`config.mk`:
```
export PLATFORM = sky130hd
export DESIGN_NAME = deadline_update_engine
export DESIGN_NICKNAME = d
export VERILOG_FILES = /design/src/rtl/dlu_pkg.sv /design/src/rtl/dlu_decode.sv /design/src/rtl/dlu_lane.sv /design/src/rtl/dlu_readback.sv /design/src/rtl/deadline_update_engine.sv
export SDC_FILE = /design/constraint.sdc
export NUM_CORES = 2
export LEC_CHECK = 0
export BUFFER_PORTS_ARGS = -buffer_cell sky130_fd_sc_hd__buf_2
export CAP_MARGIN = 20
export CORE_AREA = 2 2 444 446
export DETAILED_ROUTE_END_ITERATION = 10
export DIE_AREA = 0 0 446 448
export SETUP_SLACK_MARGIN = 0.4
export SLEW_MARGIN = 40
export SYNTH_ARGS = -nofsm -noshare
export SYNTH_HDL_FRONTEND = slang
export SYNTH_SLANG_ARGS = --single-unit
```
`constraint.sdc`:
```
create_clock -name clk -period 6.5 [get_ports clk]
set_clock_uncertainty 0.05 [all_clocks]
set_input_delay 0.975 -clock clk [delete_from_list [all_inputs] [get_ports clk]]
set_output_delay 0.975 -clock clk [all_outputs]
set_load 0.02 [all_outputs]
```
`src/rtl/dlu_pkg.sv`:
```
package dlu_pkg;
  localparam int TW = 64;
  localparam int BW = 32;

  typedef enum logic [2:0] {OP_NONE, OP_ABS, OP_REL, OP_OFS, OP_CHAIN} dl_op_e;

  localparam int AIE_ABS   = 0;
  localparam int AIE_REL   = 1;
  localparam int AIE_OFS   = 2;
  localparam int AIE_CHAIN = 3;

  function automatic logic [TW-1:0] join_abs(input logic [BW-1:0] hi, input logic [BW-1:0] lo);
    return {hi, lo};
  endfunction

  function automatic logic [TW-1:0] rel_to_now(input logic [TW-1:0] t, input logic [BW-1:0] d);
    return t + {{(TW-BW){1'b0}}, d};
  endfunction

  function automatic logic [TW-1:0] add_signed(input logic [TW-1:0] v, input logic [BW-1:0] d);
    return v + {{(TW-BW){d[BW-1]}}, d};
  endfunction
endpackage

```
`src/rtl/dlu_decode.sv`:
```
module dlu_decode
  import dlu_pkg::*;
#(
  parameter int ADDR_W    = 8,
  parameter int NUM_DL    = 7,
  parameter int DL_BASE   = 128,
  parameter int CHAIN_ADR = 44,
  localparam int LANE_W   = $clog2(NUM_DL)
) (
  input  logic              en,
  input  logic [ADDR_W-1:0] addr,
  output dl_op_e            op,
  output logic [LANE_W-1:0] lane
);
  localparam logic [ADDR_W-1:0] BASE_A  = ADDR_W'(DL_BASE);
  localparam logic [ADDR_W-1:0] CHAIN_A = ADDR_W'(CHAIN_ADR);
  localparam logic [ADDR_W:0]   SPAN    = (ADDR_W+1)'(16 * NUM_DL);

  logic [ADDR_W-1:0] rel_a;
  logic              in_bank;

  assign rel_a   = addr - BASE_A;
  assign in_bank = (addr >= BASE_A) && ({1'b0, rel_a} < SPAN);

  always_comb begin
    op   = OP_NONE;
    lane = rel_a[LANE_W+3:4];
    if (en && addr[1:0] == 2'b00) begin
      if (addr == CHAIN_A) begin
        op = OP_CHAIN;
      end else if (in_bank) begin
        unique case (rel_a[3:2])
          2'd0:    op = OP_ABS;
          2'd1:    op = OP_REL;
          2'd2:    op = OP_OFS;
          default: op = OP_NONE;
        endcase
      end
    end
  end
endmodule

```
`src/rtl/dlu_lane.sv`:
```
module dlu_lane
  import dlu_pkg::*;
(
  input  dl_op_e        op,
  input  logic          sel,
  input  logic          chain_bit,
  input  logic [BW-1:0] data,
  input  logic [TW-1:0] now,
  input  logic [BW-1:0] scratch,
  input  logic [TW-1:0] cur,
  input  logic [TW-1:0] src,
  input  logic [3:0]    auto_ie,
  output logic          we,
  output logic [TW-1:0] nxt,
  output logic          ie_req
);
  always_comb begin
    we     = 1'b0;
    nxt    = cur;
    ie_req = 1'b0;
    unique case (op)
      OP_ABS: if (sel) begin
        we = 1'b1; nxt = join_abs(scratch, data); ie_req = auto_ie[AIE_ABS];
      end
      OP_REL: if (sel) begin
        we = 1'b1; nxt = rel_to_now(now, data); ie_req = auto_ie[AIE_REL];
      end
      OP_OFS: if (sel) begin
        we = 1'b1; nxt = add_signed(cur, data); ie_req = auto_ie[AIE_OFS];
      end
      OP_CHAIN: if (chain_bit) begin
        we = 1'b1; nxt = src; ie_req = auto_ie[AIE_CHAIN];
      end
      default: ;
    endcase
  end
endmodule

```
`src/rtl/dlu_readback.sv`:
```
module dlu_readback
  import dlu_pkg::*;
#(
  parameter int NUM_DL  = 7,
  localparam int LANE_W = $clog2(NUM_DL)
) (
  input  logic                 clk,
  input  logic                 rst_n,
  input  logic                 hit,
  input  logic [LANE_W-1:0]    lane,
  input  logic [NUM_DL*TW-1:0] dl_cur,
  output logic                 rd_valid,
  output logic [BW-1:0]        rd_data,
  output logic                 scr_we,
  output logic [BW-1:0]        scr_data
);
  logic [TW-1:0] word;
  assign word = dl_cur[int'(lane)*TW +: TW];

  always_ff @(posedge clk or negedge rst_n) begin
    if (!rst_n) begin
      rd_valid <= 1'b0;
      scr_we   <= 1'b0;
      rd_data  <= '0;
      scr_data <= '0;
    end else begin
      rd_valid <= hit;
      scr_we   <= hit;
      if (hit) begin
        rd_data  <= word[BW-1:0];
        scr_data <= word[TW-1:BW];
      end
    end
  end
endmodule

```
`src/rtl/deadline_update_engine.sv`:
```
module deadline_update_engine
  import dlu_pkg::*;
#(
  parameter int NUM_DL    = 7,
  parameter int ADDR_W    = 8,
  parameter int DL_BASE   = 128,
  parameter int CHAIN_ADR = 44,
  localparam int LANE_W   = $clog2(NUM_DL)
) (
  input  logic                 clk,
  input  logic                 rst_n,
  input  logic                 wr_en,
  input  logic [ADDR_W-1:0]    wr_addr,
  input  logic [BW-1:0]        wr_data,
  input  logic                 rd_en,
  input  logic [ADDR_W-1:0]    rd_addr,
  input  logic [TW-1:0]        now,
  input  logic [BW-1:0]        scratch,
  input  logic [3:0]           auto_ie,
  input  logic [NUM_DL*TW-1:0] dl_cur,
  output logic [NUM_DL-1:0]    dl_we,
  output logic [NUM_DL*TW-1:0] dl_nxt,
  output logic [NUM_DL-1:0]    ie_set,
  output logic                 busy,
  output logic                 rd_valid,
  output logic [BW-1:0]        rd_data,
  output logic                 scr_we,
  output logic [BW-1:0]        scr_data
);
  dl_op_e            wr_op, rd_op;
  logic [LANE_W-1:0] wr_lane, rd_lane;
  logic              wr_is_chain;
  logic              rd_hit;

  dlu_decode #(.ADDR_W(ADDR_W), .NUM_DL(NUM_DL), .DL_BASE(DL_BASE), .CHAIN_ADR(CHAIN_ADR)) u_wdec (
    .en(wr_en), .addr(wr_addr), .op(wr_op), .lane(wr_lane));

  dlu_decode #(.ADDR_W(ADDR_W), .NUM_DL(NUM_DL), .DL_BASE(DL_BASE), .CHAIN_ADR(CHAIN_ADR)) u_rdec (
    .en(rd_en), .addr(rd_addr), .op(rd_op), .lane(rd_lane));

  assign wr_is_chain = (wr_op == OP_CHAIN);
  assign rd_hit      = (rd_op == OP_ABS);

  for (genvar k = 0; k < NUM_DL; k++) begin : g_lane
    logic [TW-1:0] src_v;
    logic          chain_v;
    if (k < NUM_DL - 1) begin : g_src
      assign src_v   = dl_cur[(k+1)*TW +: TW];
      assign chain_v = wr_data[k];
    end else begin : g_top
      assign src_v   = '0;
      assign chain_v = 1'b0;
    end
    dlu_lane u_lane (
      .op(wr_op), .sel(wr_lane == LANE_W'(k)), .chain_bit(chain_v),
      .data(wr_data), .now(now), .scratch(scratch),
      .cur(dl_cur[k*TW +: TW]), .src(src_v), .auto_ie(auto_ie),
      .we(dl_we[k]), .nxt(dl_nxt[k*TW +: TW]), .ie_req(ie_set[k]));
  end

  assign busy = |dl_we;

  dlu_readback #(.NUM_DL(NUM_DL)) u_rb (
    .clk(clk), .rst_n(rst_n), .hit(rd_hit), .lane(rd_lane), .dl_cur(dl_cur),
    .rd_valid(rd_valid), .rd_data(rd_data), .scr_we(scr_we), .scr_data(scr_data));
endmodule

```
==> flow_summary.json <==
{
  "status": "completed",
  "worst_path_largest_cell_delay_ns": 0.45,
  "final_number_of_setup_violating_endpoints": 0,
  "power_switching_share": 0.623,
  "max_cap_viol_count": 0,
  "pre_cts_slack_ns": -0.0772,
  "tritoncts": "done",
  "synthMostInstantiatedCell": "a21oi_1",
  "synth.top_cells.by_count": "a21oi_1 (1292), o21ai_0 (916), nand2_1 (884)",
  "seqPwrFrac": 0.064,
  "clk_pin_slew_worst_paths_ns": 0.06,
  "synth_top_area_frac": 0.119,
  "yosys_most_used_dff": "dfrtp_1",
  "grt_first_pass_wirelength_microns": 675000,
  "yosys_synthesis_warning_count": 0,
  "power.combinational.fraction": 0.868,
  "fp.coreArea_sq_um": 195000,
  "final.min_clock_period_ns": 6.16,
  "cp_max_fo": 10,
  "detailedPlacementHpwl_microns": 428000,
  "port_buffers": 1128,
  "syn_avg_cell_area_sq_um": 6.42,
  "die_area_sq_um": 200000,
  "worstPathArrival_ns": 5.13,
  "place_area_sq_um": 67300,
  "final_hold_violations": 0,
  "critical_path.cell_chain": "buf_4, buf_4, ha_2, nor2b_1, o21a_1, o21ai_1, a211oi_2, o21ai_1, o211ai_1, buf_4, a2111oi_1, buf_4, o31ai_2, a21boi_0, xnor2_1, o22ai_1, a21oi_2, buf_2",
  "clk_pwr_share": 0.069,
  "clock-sinks": 65,
  "fin_ws_ns": 0.340,
  "startpoint_type_of_the_worst_setup_path": "primary input",
  "crit_path_end_kind": "output pin",
  "overall_die_height_microns": 448,
  "synthesis.area_sq_um": 54300,
  "max_clock_freq_mhz": 162,
  "wl_microns": 519000,
  "synth_enable_flop_cells": 0,
  "timing.final.max_slew_violations": 0,
  "postSynth.asyncResetShare": 1.00,
  "ws_path_type": "primary input to output pin",
  "crit_path_top_delay_cell": "a2111oi_1",
  "synth-seq-area-share": 0.0299,
  "clkLatencyLatePin_ns": 0.41,
  "number_of_detailed_route_iterations_in_the_first_pass": 7,
  "holdBufCountCts": 0,
  "synthCells": 8468,
  "power.net_switching_uw": 5230,
  "drc": 0,
  "globalRoute.totalOverflow": 0,
  "worst-endpoint-required_ns": 5.47,
  "max_slew.worst_pin.slew_ns": 0.940,
  "cpMostUsedCell": "buf_4",
  "timing_startpoint_of_the_critical_path": "wr_data[2]",
  "drt_iter0_drc": 14851,
  "yosys.cell_types.count": 103,
  "portion_of_the_clock_cycle_consumed_by_the_worst_path_in_the_final_layout": 0.948,
  "cellLeakagePower_uw": 0.0304,
  "total_power_uw": 8400,
  "most_area_hungry_cell_type_in_the_yosys_netlist": "a21oi_1",
  "cts_root_buffer": "clkbuf_16",
  "final_layout_size_suffix_gt1_frac": 0.232,
  "drt_wl_cell_microns": 42.0,
  "most_area_consuming_cells_after_synthesis": "a21oi_1 (12%), ha_1 (11%), o21ai_0 (8.4%)",
  "gr-usage-all-layers": 0.489,
  "htreeDepth": 3,
  "worst_ir_drop_vdd_v": 0.0000900,
  "die_w_microns": 446,
  "row_count": 162,
  "reg2reg_from": "u_rb.scr_data[18]",
  "yosys_register_bits": 65,
  "reg2reg_slack_ns": 5.74,
  "place.gp.congestion": 1.11,
  "ant_nets": 0,
  "power_report.internal_total_uw": 3170,
  "slew-limit-headroom": 0.371,
  "rsz0062_at_grt": "yes",
  "cts_buffers": 9,
  "hold_path.class": "primary input to asynchronous set/reset pin",
  "start_util": 0.279,
  "post-route-cell-area_sq_um": 69100,
  "accumulated_negative_setup_slack_ns": 0,
  "ioPinCount": 1129,
  "syn-num-nets": 9554,
  "areaGrowthSynthToFinish_pct": 27.1,
  "route.detailed.vias_per_inst": 6.85,
  "via_count_of_the_first_global_routing_pass": 76561,
  "cts.path.max_buffers": 2,
  "pin_count_of_the_biggest_net_entering_global_routing": 83,
  "dr_vias": 84727,
  "power-per-cell-area_nw_per_um2": 122,
  "finalNetCount": 10818,
  "antenna_found_initial": 168
}
==> routing by layer <==
metal	GRT usage	vias to the layer above	share of wire
met2	0.670	7100	0.39
met3	0.152	1331	0.13
met1	0.652	41656	0.40
met5	0	-	0.00056
met4	0.322	44	0.078
li1	-	34596	-
==> sequential cells by signal, summed over array words and instances (netlist names) <==
name / cells
u_rb.rd_data: 32
u_rb.rd_valid: 1
u_rb.scr_data: 32
==> cell families (layout without fill, tap and decap cells) <==
| group | Yosys count | in the layout | share of synthesized area |
|---|---|---|---|
| other | 0 | 84 | 0 |
| buffers and inverters | 809 | 2077 | 0.0571 |
| AND/OR/NAND/NOR | 2428 | 2428 | 0.198 |
| AO/OA/AOI/OAI | 3862 | 3862 | 0.445 |
| flip-flops | 65 | 65 | 0.0299 |
| XOR/XNOR | 443 | 443 | 0.0717 |
| multiplexers | 375 | 375 | 0.0844 |
| adder cells (fa/ha/maj) | 486 | 486 | 0.113 |
==> timing repair <==
item / CTS / global route
resized for setup: 87 / 157
buffers inserted: 11 / 12
gates cloned: 0 / 3
pin swaps: 28 / 43
setup endpoints to repair: 128 / 179
==> worst max-delay path, delay by kind of cell <==
family                     cells  cell delay [ns]
AOI/OAI and AO/OA             10             2.40
buffers and inverters          5             1.03
adders and majority gates      1             0.36
xor gates and xnor gates       1             0.16
and+or+nand+nor                1             0.15
==> through the flow <==
step | util | hold WS, ns | cells
5_1_grt | 0.355 | 0.424 | 12333
4_1_cts | 0.350 | 0.385 | 12263
6_report | 0.355 | 0.407 | 12362
3_3_place_gp | 0.346 | 0.407 | 12235
2_1_floorplan | - | 0.540 | 8468
3_5_place_dp | 0.346 | 0.414 | 12237
==> path summary, 6_finish.rpt <==
check                               endpoint  cells after the start
hold / removal               u_rb.rd_data[0]                      1
setup / recovery                 dl_nxt[424]                     18
max in group asynchronous  u_rb.scr_data[14]                      2
min in group clk             u_rb.rd_data[5]                      2
hold reg to reg              u_rb.rd_data[5]                      2
setup reg to reg           u_rb.scr_data[18]                      2
==> power by group through the flow <==
stage / Sequential, uW / Clock [uW] / Combinational [uW]
floorplan: 646 / 0 / 3460
global placement: 536 / 0 / 6800
detailed placement: 541 / 0 / 6770
CTS: 534 / 583 / 6840
global route: 544 / 584 / 7460
finish: 535 / 577 / 7280
==> layout make-up <==
| cell class | count | area [sq um] |
|---|---|---|
| Sequential cell | 65 | 1630 |
| Fill cell | 21566 | 126000 |
| Clock buffer | 12 | 256 |
| Clock inverter | 3 | 40.0 |
| Antenna cell | 84 | 210 |
| Tap cell | 2542 | 3180 |
| Multi-Input combinational cell | 7594 | 50700 |
| Inverter | 174 | 654 |
| Timing Repair Buffer | 1888 | 12500 |
==> cell usage in the layout (no fill, tap or decap), types with 256 or more instances in the layout <==
cell | Yosys | final
buf_2 | 8 | 1095
ha_1 | 478 | 458
nor2_1 | 830 | 807
xnor2_1 | 260 | 256
buf_4 | 15 | 697
o21ai_0 | 916 | 882
a21oi_1 | 1292 | 1266
mux2i_1 | 284 | 284
a21o_1 | 304 | 304
nand2_1 | 884 | 879
(Power assumes the default switching activity.)
